## src/rtl/pfx_regif_pkg.sv

```systemverilog
package pfx_regif_pkg;

    localparam int NREG    = 10;
    localparam int FRAME_W = 16;

    typedef enum logic [1:0] {
        ST_IDLE,
        ST_RECV,
        ST_OVRUN,
        ST_APPLY
    } frame_st_e;

    // Power-on / hardware-reset value of each register
    function automatic logic [15:0] reg_reset(input int idx);
        case (idx)
            0:       return 16'h8008;
            1:       return 16'hC4F7;
            2:       return 16'h9800;
            3:       return 16'hA680;
            4:       return 16'h9080;
            5:       return 16'hCA80;
            6:       return 16'hCED4;
            7:       return 16'h8208;
            8:       return 16'hE196;
            9:       return 16'hC000;
            default: return 16'h0000;
        endcase
    endfunction

    // Command code left-aligned in a 16-bit word
    function automatic logic [15:0] reg_code(input int idx);
        case (idx)
            0:       return 16'h8000;
            1:       return 16'hC400;
            2:       return 16'h9800;
            3:       return 16'hA000;
            4:       return 16'h9000;
            5:       return 16'hCA00;
            6:       return 16'hCE00;
            7:       return 16'h8200;
            8:       return 16'hE000;
            9:       return 16'hC000;
            default: return 16'h0000;
        endcase
    endfunction

    // Length of the code in bits
    function automatic int reg_len(input int idx);
        case (idx)
            2:       return 7;
            3:       return 4;
            8:       return 3;
            default: return 8;
        endcase
    endfunction

    function automatic logic [15:0] code_mask(input int len);
        return 16'hFFFF << (16 - len);
    endfunction

endpackage

```

## src/rtl/pfx_regif_sync.sv

```systemverilog
module pfx_regif_sync #(
    parameter int STAGES = 2
) (
    input  logic clk_i,
    input  logic rst_n_i,
    input  logic sck_i,
    input  logic cs_n_i,
    input  logic sdi_i,
    output logic sck_rise_o,
    output logic sck_fall_o,
    output logic cs_fall_o,
    output logic cs_rise_o,
    output logic sdi_o
);

    // bit 0 = sck, bit 1 = cs_n, bit 2 = sdi
    localparam logic [2:0] IDLE_LVL = 3'b010;

    logic [2:0] chain_q [STAGES];
    logic [2:0] prev_q;
    logic [2:0] raw;

    assign raw = {sdi_i, cs_n_i, sck_i};

    generate
        for (genvar s = 0; s < STAGES; s++) begin : g_stage
            if (s == 0) begin : g_first
                always_ff @(posedge clk_i or negedge rst_n_i) begin
                    if (!rst_n_i) chain_q[s] <= IDLE_LVL;
                    else          chain_q[s] <= raw;
                end
            end else begin : g_next
                always_ff @(posedge clk_i or negedge rst_n_i) begin
                    if (!rst_n_i) chain_q[s] <= IDLE_LVL;
                    else          chain_q[s] <= chain_q[s-1];
                end
            end
        end
    endgenerate

    always_ff @(posedge clk_i or negedge rst_n_i) begin
        if (!rst_n_i) prev_q <= IDLE_LVL;
        else          prev_q <= chain_q[STAGES-1];
    end

    assign sck_rise_o =  chain_q[STAGES-1][0] & ~prev_q[0];
    assign sck_fall_o = ~chain_q[STAGES-1][0] &  prev_q[0];
    assign cs_fall_o  = ~chain_q[STAGES-1][1] &  prev_q[1];
    assign cs_rise_o  =  chain_q[STAGES-1][1] & ~prev_q[1];
    assign sdi_o      =  chain_q[STAGES-1][2];

endmodule

```

## src/rtl/pfx_regif_fsm.sv

```systemverilog
module pfx_regif_fsm
    import pfx_regif_pkg::*;
#(
    parameter int W = FRAME_W
) (
    input  logic         clk_i,
    input  logic         rst_n_i,
    input  logic         sck_rise_i,
    input  logic         sck_fall_i,
    input  logic         cs_fall_i,
    input  logic         cs_rise_i,
    input  logic         sdi_i,
    input  logic [W-1:0] stat_view_i,
    output logic [W-1:0] word_o,
    output logic         apply_o,
    output logic         rd_clr_o,
    output logic [W-1:0] snap_o,
    output logic         sdo_bit_o
);

    localparam int             CW   = $clog2(W + 1);
    localparam logic [CW-1:0]  FULL = CW'(W);

    frame_st_e     state_q, state_d;
    logic [CW-1:0] bitcnt_q;
    logic [W-1:0]  rx_q;
    logic [W-1:0]  tx_q;
    logic [W-1:0]  snap_q;

    // state register
    always_ff @(posedge clk_i or negedge rst_n_i) begin
        if (!rst_n_i) state_q <= ST_IDLE;
        else          state_q <= state_d;
    end

    // next-state logic
    always_comb begin
        state_d = state_q;
        unique case (state_q)
            ST_IDLE:  if (cs_fall_i) state_d = ST_RECV;
            ST_RECV: begin
                if (cs_rise_i)
                    state_d = (bitcnt_q == FULL) ? ST_APPLY : ST_IDLE;
                else if (sck_rise_i && bitcnt_q == FULL)
                    state_d = ST_OVRUN;
            end
            ST_OVRUN: if (cs_rise_i) state_d = ST_IDLE;
            ST_APPLY: state_d = ST_IDLE;
        endcase
    end

    // datapath: receive shifter, bit counter, transmit shifter, snapshot
    always_ff @(posedge clk_i or negedge rst_n_i) begin
        if (!rst_n_i) begin
            bitcnt_q <= '0;
            rx_q     <= '0;
            tx_q     <= '0;
            snap_q   <= '0;
        end else begin
            unique case (state_q)
                ST_IDLE: begin
                    tx_q     <= stat_view_i;
                    bitcnt_q <= '0;
                    if (cs_fall_i) snap_q <= stat_view_i;
                end
                ST_RECV: begin
                    if (sck_rise_i && bitcnt_q != FULL) begin
                        rx_q     <= {rx_q[W-2:0], sdi_i};
                        bitcnt_q <= bitcnt_q + 1'b1;
                    end
                    if (sck_fall_i) tx_q <= {tx_q[W-2:0], 1'b0};
                end
                ST_OVRUN: begin
                    if (sck_fall_i) tx_q <= {tx_q[W-2:0], 1'b0};
                end
                ST_APPLY: bitcnt_q <= '0;
            endcase
        end
    end

    // outputs
    always_comb begin
        apply_o   = 1'b0;
        rd_clr_o  = 1'b0;
        unique case (state_q)
            ST_APPLY: begin
                apply_o  = rx_q[W-1];
                rd_clr_o = ~rx_q[W-1];
            end
            default: ;
        endcase
        word_o    = rx_q;
        snap_o    = snap_q;
        sdo_bit_o = tx_q[W-1];
    end


    apply_full_chk: assert property (@(posedge clk_i) disable iff (!rst_n_i)
        (state_q == ST_APPLY) |-> (bitcnt_q == FULL));


    apply_single_chk: assert property (@(posedge clk_i) disable iff (!rst_n_i)
        (state_q == ST_APPLY) |=> (state_q == ST_IDLE));


    cnt_bound_chk: assert property (@(posedge clk_i) disable iff (!rst_n_i)
        (state_q == ST_RECV) |-> (bitcnt_q <= FULL));

endmodule

```

## src/rtl/pfx_regif_decode.sv

```systemverilog
module pfx_regif_decode
    import pfx_regif_pkg::*;
(
    input  logic [FRAME_W-1:0] word_i,
    output logic [NREG-1:0]    sel_o
);

    logic [NREG-1:0] hit;

    generate
        for (genvar g = 0; g < NREG; g++) begin : g_match
            localparam logic [15:0] CODE = reg_code(g);
            localparam logic [15:0] MASK = code_mask(reg_len(g));
            assign hit[g] = ((word_i ^ CODE) & MASK) == 16'h0000;
        end
    endgenerate

    // longest matching code takes the word
    always_comb begin
        int best_len;
        sel_o    = '0;
        best_len = 0;
        for (int i = 0; i < NREG; i++) begin
            if (hit[i] && reg_len(i) > best_len) begin
                best_len = reg_len(i);
                sel_o    = '0;
                sel_o[i] = 1'b1;
            end
        end
    end

endmodule

```

## src/rtl/pfx_regif_bank.sv

```systemverilog
module pfx_regif_bank
    import pfx_regif_pkg::*;
(
    input  logic                    clk_i,
    input  logic                    rst_n_i,
    input  logic                    wr_en_i,
    input  logic [NREG-1:0]         sel_i,
    input  logic [FRAME_W-1:0]      word_i,
    output logic [NREG*FRAME_W-1:0] cfg_o
);

    logic [NREG-1:0][FRAME_W-1:0] regs_q;

    generate
        for (genvar g = 0; g < NREG; g++) begin : g_reg
            always_ff @(posedge clk_i or negedge rst_n_i) begin
                if (!rst_n_i)                regs_q[g] <= reg_reset(g);
                else if (wr_en_i && sel_i[g]) regs_q[g] <= word_i;
            end
            assign cfg_o[g*FRAME_W +: FRAME_W] = regs_q[g];
        end
    endgenerate


    bank_hold_chk: assert property (@(posedge clk_i) disable iff (!rst_n_i)
        !wr_en_i |=> $stable(regs_q));


    sel_onehot_chk: assert property (@(posedge clk_i) disable iff (!rst_n_i)
        $onehot0(sel_i));

endmodule

```

## src/rtl/pfx_regif_status.sv

```systemverilog
module pfx_regif_status #(
    parameter int          W           = 16,
    parameter logic [15:0] STICKY_MASK = 16'hE020
) (
    input  logic         clk_i,
    input  logic         rst_n_i,
    input  logic [W-1:0] stat_i,
    input  logic         clr_i,
    input  logic [W-1:0] snap_i,
    output logic [W-1:0] view_o
);

    localparam logic [W-1:0] MASK = W'(STICKY_MASK);

    logic [W-1:0] latch_q;
    logic [W-1:0] drop;

    assign drop = clr_i ? (snap_i & MASK) : '0;

    always_ff @(posedge clk_i or negedge rst_n_i) begin
        if (!rst_n_i) latch_q <= '0;
        else          latch_q <= (latch_q & ~drop) | (stat_i & MASK);
    end

    assign view_o = latch_q | (stat_i & ~MASK);


    sticky_hold_chk: assert property (@(posedge clk_i) disable iff (!rst_n_i)
        !clr_i |=> ((latch_q & $past(latch_q)) == $past(latch_q)));

endmodule

```

## src/rtl/pfx_cmd_regif.sv

```systemverilog
module pfx_cmd_regif
    import pfx_regif_pkg::*;
#(
    parameter int          SYNC_STAGES = 2,
    parameter logic [15:0] STICKY_MASK = 16'hE020
) (
    input  logic                    clk_i,
    input  logic                    rst_n_i,
    input  logic                    sck_i,
    input  logic                    cs_n_i,
    input  logic                    sdi_i,
    output logic                    sdo_o,
    input  logic [FRAME_W-1:0]      stat_i,
    output logic [NREG*FRAME_W-1:0] cfg_o
);

    logic               sck_rise, sck_fall, cs_fall, cs_rise, sdi_s;
    logic [FRAME_W-1:0] word, snap, view;
    logic               apply, rd_clr, sdo_bit;
    logic [NREG-1:0]    sel;

    pfx_regif_sync #(.STAGES(SYNC_STAGES)) sync_i (
        .clk_i      (clk_i),
        .rst_n_i    (rst_n_i),
        .sck_i      (sck_i),
        .cs_n_i     (cs_n_i),
        .sdi_i      (sdi_i),
        .sck_rise_o (sck_rise),
        .sck_fall_o (sck_fall),
        .cs_fall_o  (cs_fall),
        .cs_rise_o  (cs_rise),
        .sdi_o      (sdi_s)
    );

    pfx_regif_fsm #(.W(FRAME_W)) fsm_i (
        .clk_i       (clk_i),
        .rst_n_i     (rst_n_i),
        .sck_rise_i  (sck_rise),
        .sck_fall_i  (sck_fall),
        .cs_fall_i   (cs_fall),
        .cs_rise_i   (cs_rise),
        .sdi_i       (sdi_s),
        .stat_view_i (view),
        .word_o      (word),
        .apply_o     (apply),
        .rd_clr_o    (rd_clr),
        .snap_o      (snap),
        .sdo_bit_o   (sdo_bit)
    );

    pfx_regif_decode dec_i (
        .word_i (word),
        .sel_o  (sel)
    );

    pfx_regif_bank bank_i (
        .clk_i   (clk_i),
        .rst_n_i (rst_n_i),
        .wr_en_i (apply),
        .sel_i   (sel),
        .word_i  (word),
        .cfg_o   (cfg_o)
    );

    pfx_regif_status #(.W(FRAME_W), .STICKY_MASK(STICKY_MASK)) stat_u (
        .clk_i   (clk_i),
        .rst_n_i (rst_n_i),
        .stat_i  (stat_i),
        .clr_i   (rd_clr),
        .snap_i  (snap),
        .view_o  (view)
    );

    // output forced low while the block is not selected
    assign sdo_o = ~cs_n_i & sdo_bit;

endmodule

```

## config.mk

```make
export PLATFORM = sky130hd
export DESIGN_NAME = pfx_cmd_regif
export DESIGN_NICKNAME = d
export VERILOG_FILES = /design/src/rtl/pfx_regif_pkg.sv /design/src/rtl/pfx_regif_sync.sv /design/src/rtl/pfx_regif_fsm.sv /design/src/rtl/pfx_regif_decode.sv /design/src/rtl/pfx_regif_bank.sv /design/src/rtl/pfx_regif_status.sv /design/src/rtl/pfx_cmd_regif.sv
export SDC_FILE = /design/constraint.sdc
export NUM_CORES = 1
export LEC_CHECK = 0
export ABC_AREA = 1
export BUFFER_PORTS_ARGS = -buffer_cell sky130_fd_sc_hd__clkbuf_2
export CAP_MARGIN = 10
export CORE_ASPECT_RATIO = 0.8
export CORE_MARGIN = 10
export CORE_UTILIZATION = 45
export CTS_BUF_LIST = sky130_fd_sc_hd__clkbuf_8 sky130_fd_sc_hd__clkbuf_16
export CTS_CLUSTER_DIAMETER = 120
export CTS_CLUSTER_SIZE = 28
export DETAILED_ROUTE_END_ITERATION = 6
export GPL_ROUTABILITY_DRIVEN = 0
export PLACE_DENSITY = 0.8
export SYNTH_ARGS = -nofsm -noshare
export SYNTH_HDL_FRONTEND = slang
export SYNTH_SLANG_ARGS = --single-unit
```

## constraint.sdc

```tcl
create_clock -name clk_i -period 1.5 [get_ports clk_i]
set_input_delay 0.3 -clock clk_i [delete_from_list [all_inputs] [get_ports clk_i]]
set_output_delay 0.3 -clock clk_i [all_outputs]
set_load 0.005 [all_outputs]
```

==> results by group <==
Routing
  – Detailed Route WL: 22200 um
  – Total number of vias: 6361
  – DRC: 0
  – First-pass detailed-route iteration total: 5
  – Vias per cell: 4.84
  – Iter 0 DRT Violations: 497
  – WL/cell: 16.9 um
  – Antenna viol nets, final: 0

Setup path
  – Worst reg2reg path startpoint: fsm_i.state_q[0]
  – CP max FO: 7
  – CP Class: flip-flop to flip-flop
  – CP startpoint: fsm_i.state_q[0]
  – Arrival time worst endpoint: around 1900 ps
  – CP cell instances: inv_2, ha_4, inv_4, o31ai_4, buf_6, clkbuf_16, o21ai_1
  – Slowest CP cell: dfrtp_1
  – CP max stage delay: between 400 and 500 ps
  – Setup crit end kind: flip-flop
  – Critical Path Sink: fsm_i.tx_q[1]
  – CP Data Required Time: approximately 1900 ps
  – Worst R2R Setup Slack: -30 ps
  – CP bufs+invs: 4
  – Top delay family on crit path: buffers and inverters
  – Reg-to-Reg End: fsm_i.tx_q[1]
  – R2R depth: 7
  – Worst Setup Start Kind: flip-flop
  – Worst path depth: 7

Synthesis
  – Synth Flop Type: dfrtp_1
  – Mapped cell area: between 8000 and 9000 sq um
  – Syn Nets: ~840
  – Mean post-synth cell area: roughly 10 sq um
  – #FFs+latches synth: 215
  – EDFF count, synth: 0
  – Cells after Synth: between 800 and 900
  – Sequential area share after synthesis: between 60% and 70%
  – Post-synth ARST share: between 90% and 100%
  – Synth unique cells: 35
  – Synth warn: 0

Run
  – Max_cap viols: 0

Final layout
  – Share of layout cells above drive strength 1: 40.9%
  – FF/Latch Area: 5450 sq um
  – Core Util, Final: 59.9%
  – Non-filler instance count after layout: around 1300
  – Nets: between 1000 and 1500
  – # diodes: 0
  – Filler cells: 1483
  – Syn-to-layout area delta: 30.4%
  – Multi-input logic area: 2570 sq um

Status
  – Status: complete, but fails checks
  – Failing checks: setup timing

STA
  – Max-slew headroom: a little under two thirds
  – Crit share post-route: 102%
  – Fmax: around 650 MHz
  – Final WS setup: -34.9 ps
  – Max Slew Vio Count: 0
  – Period minus WS final: approximately 1500 ps
  – # setup viols final: 9
  – Setup TNS: -178 ps
  – Hold Slack: ~4.5 ps
  – Final Hold Fails: 0
  – Worst-margin pin slew: roughly 540 ps
  – RSZ-0062 raised after global routing: yes
  – Clock skew: between 15 and 20 ps

GRT
  – Initial antenna violation count: 0
  – Largest net degree at the start of global routing: 51
  – First-pass GRT wire length: between 30000 and 40000 um
  – Total track usage: around 16%
  – GR Overflow Total: 0
  – Vias in the first global route: 6134

Die
  – Die Y: between 100 and 150 um
  – Core area: approximately 18000 sq um
  – Top-Level Pins: roughly 180
  – Initial Utilization: a little under half
  – Die Wd: between 150 and 200 um
  – Row count: 44
  – Die ar.: roughly 24000 sq um

CTS
  – Clk sink count: between 200 and 250
  – Clk buf depth: 3
  – CTS tree: built
  – Clock Pin Slew Worst Setup and Hold Paths: 110 ps
  – Cts bufs inserted: 11
  – Worst skew pair latency: 470 ps
  – H-tree level count: 1
  – Root Driver: clkbuf_16

Power and ir drop
  – Net Switching: 4.97 mW
  – Pwr/cell area: ~1400 nW/um^2
  – Int Pwr: between 9 and 10 mW
  – VDD IR-drop max: 732 uV
  – Leakage Power: about 5.7 nW
  – Total Power: between 10 and 15 mW
  – Clock power frac: about a fifth
  – Comb power frac: around a third
  – Sequential Power Share: 45.0%
  – Switch share: between 30 and 40%

Placement
  – Port-buffer cells: roughly 180
  – Dpl hpwl: 14800 um
  – Placed insts: around 1300

Min path
  – Worst hold path class: input pin to flip-flop
==> Yosys cell counts (3+ instances only) <==
master    instances  area [sq um]
a21oi_1           4          20.0
nand2_1         218           818
dfstp_2          53          1390
inv_1           115           432
dfrtp_1         162          4050
nand3_4           4          70.1
clkbuf_1         13          48.8
a21o_1            4          30.0
nand3_2           4          40.0
nor3_1            5          25.0
nor2_1           22          82.6
buf_6             6          67.6
o21ai_0          80           400
inv_2             4          15.0
o21ai_2          29           254
o21ai_1          33           165
ha_1              7          87.6
or2_2             3          18.8
nand3_1          18          90.1
buf_2            13          65.1
==> logic make-up after synthesis <==
| logic type | count (synthesis) | share of synthesized area (%) |
|---|---|---|
| AOI/OAI and AO/OA | 152 | 10.6 |
| xor gates and xnor gates | 3 | 0.314 |
| DFF | 215 | 65.0 |
| adders and majority gates | 7 | 1.05 |
| buffers and inverters | 157 | 8.29 |
| and+or+nand+nor | 282 | 14.7 |
==> worst min path at each step <==
stage	startpoint	endpoint	depth (start not counted)
final	stat_i[13]	stat_u.latch_q[13]	2
after CTS	stat_i[13]	stat_u.latch_q[13]	2
after detailed placement	rst_n_i	fsm_i.snap_o[15]	1
after global routing	stat_i[13]	stat_u.latch_q[13]	2
after global placement	rst_n_i	bank_i.cfg_o[128]	1
after floorplan	rst_n_i	bank_i.cfg_o[0]	0
==> flip-flops by register name, indices dropped and copies added (netlist names) <==
signal,count
fsm_i.state_q,2
stat_u.latch_q,4
fsm_i.snap_o,4
fsm_i.tx_q,16
fsm_i.bitcnt_q,5
sync_i.sdi_o,1
sync_i.chain_q,5
sync_i.prev_q,2
fsm_i.word_o,16
bank_i.cfg_o,160
==> final cells by class <==
type | count | area share [%]
sequential | 215 | 49.9
multi-input combinational | 451 | 23.6
timing repair buffer | 259 | 16.6
inverter | 119 | 4.18
tap | 253 | 2.90
clock buffer | 11 | 2.52
clock inverter | 5 | 0.241
timing repair inverter | 1 | 0.0573
==> per-stage QoR <==
step	cell area (sq um)	worst slack, ps
floorplan	8400	12.8
global placement	9920	25.5
detailed placement	9920	-15.7
CTS	10400	-11.3
global route	10900	-112
finish	10900	-34.9
==> power groups by stage <==
stage	logic (mW)	clock network (mW)	registers, mW
finish	4.99	3.16	6.66
global placement	3.66	0	6.72
detailed placement	3.81	0	6.74
CTS	4.26	3.24	6.64
global route	5.47	3.44	6.72
floorplan	2.27	0	6.69
==> worst register-to-register path: stages, from the launching register on <==
cell and delay, ps:
dfrtp_1 410, inv_2 70, ha_4 300, inv_4 50
o31ai_4 220, buf_6 160, clkbuf_16 150, o21ai_1 60
==> timing repair <==
action / 4_1_cts / 5_1_grt
hold endpoints to repair: 30 / 0
setup endpoints to repair: 22 / 146
setup buffers: 4 / 21
resized for setup: 12 / 95
gates cloned: 1 / 12
pin swaps: 4 / 11
hold buffers: 5 / 0
==> routing by layer <==
layer	vias to the layer above	global-route usage, %	part of all wire (%)
met5	-	0	0
met1	3099	22.3	45
li1	3042	-	-
met3	30	4.91	7.4
met2	190	25.2	45
met4	0	4.39	2.0
==> cells in the final DEF (no fill, tap or decap), types with 5 or more instances in the layout <==
| master | Yosys | final |
|---|---|---|
| buf_12 | 1 | 15 |
| dlygate4sd3_1 | 0 | 5 |
| nand3_1 | 18 | 17 |
| dfstp_2 | 53 | 53 |
| o21ai_1 | 33 | 45 |
| nand3_4 | 4 | 13 |
| nand2_2 | 1 | 19 |
| dfrtp_1 | 162 | 158 |
| nor2_1 | 22 | 21 |
| nor3_4 | 1 | 5 |
| o21ai_0 | 80 | 62 |
| buf_4 | 2 | 47 |
| clkbuf_16 | 0 | 14 |
| inv_2 | 4 | 14 |
| o21ai_2 | 29 | 35 |
| clkbuf_2 | 0 | 179 |
| nand2_1 | 218 | 197 |
| inv_1 | 115 | 107 |
Power figures use the tool's default switching activity.
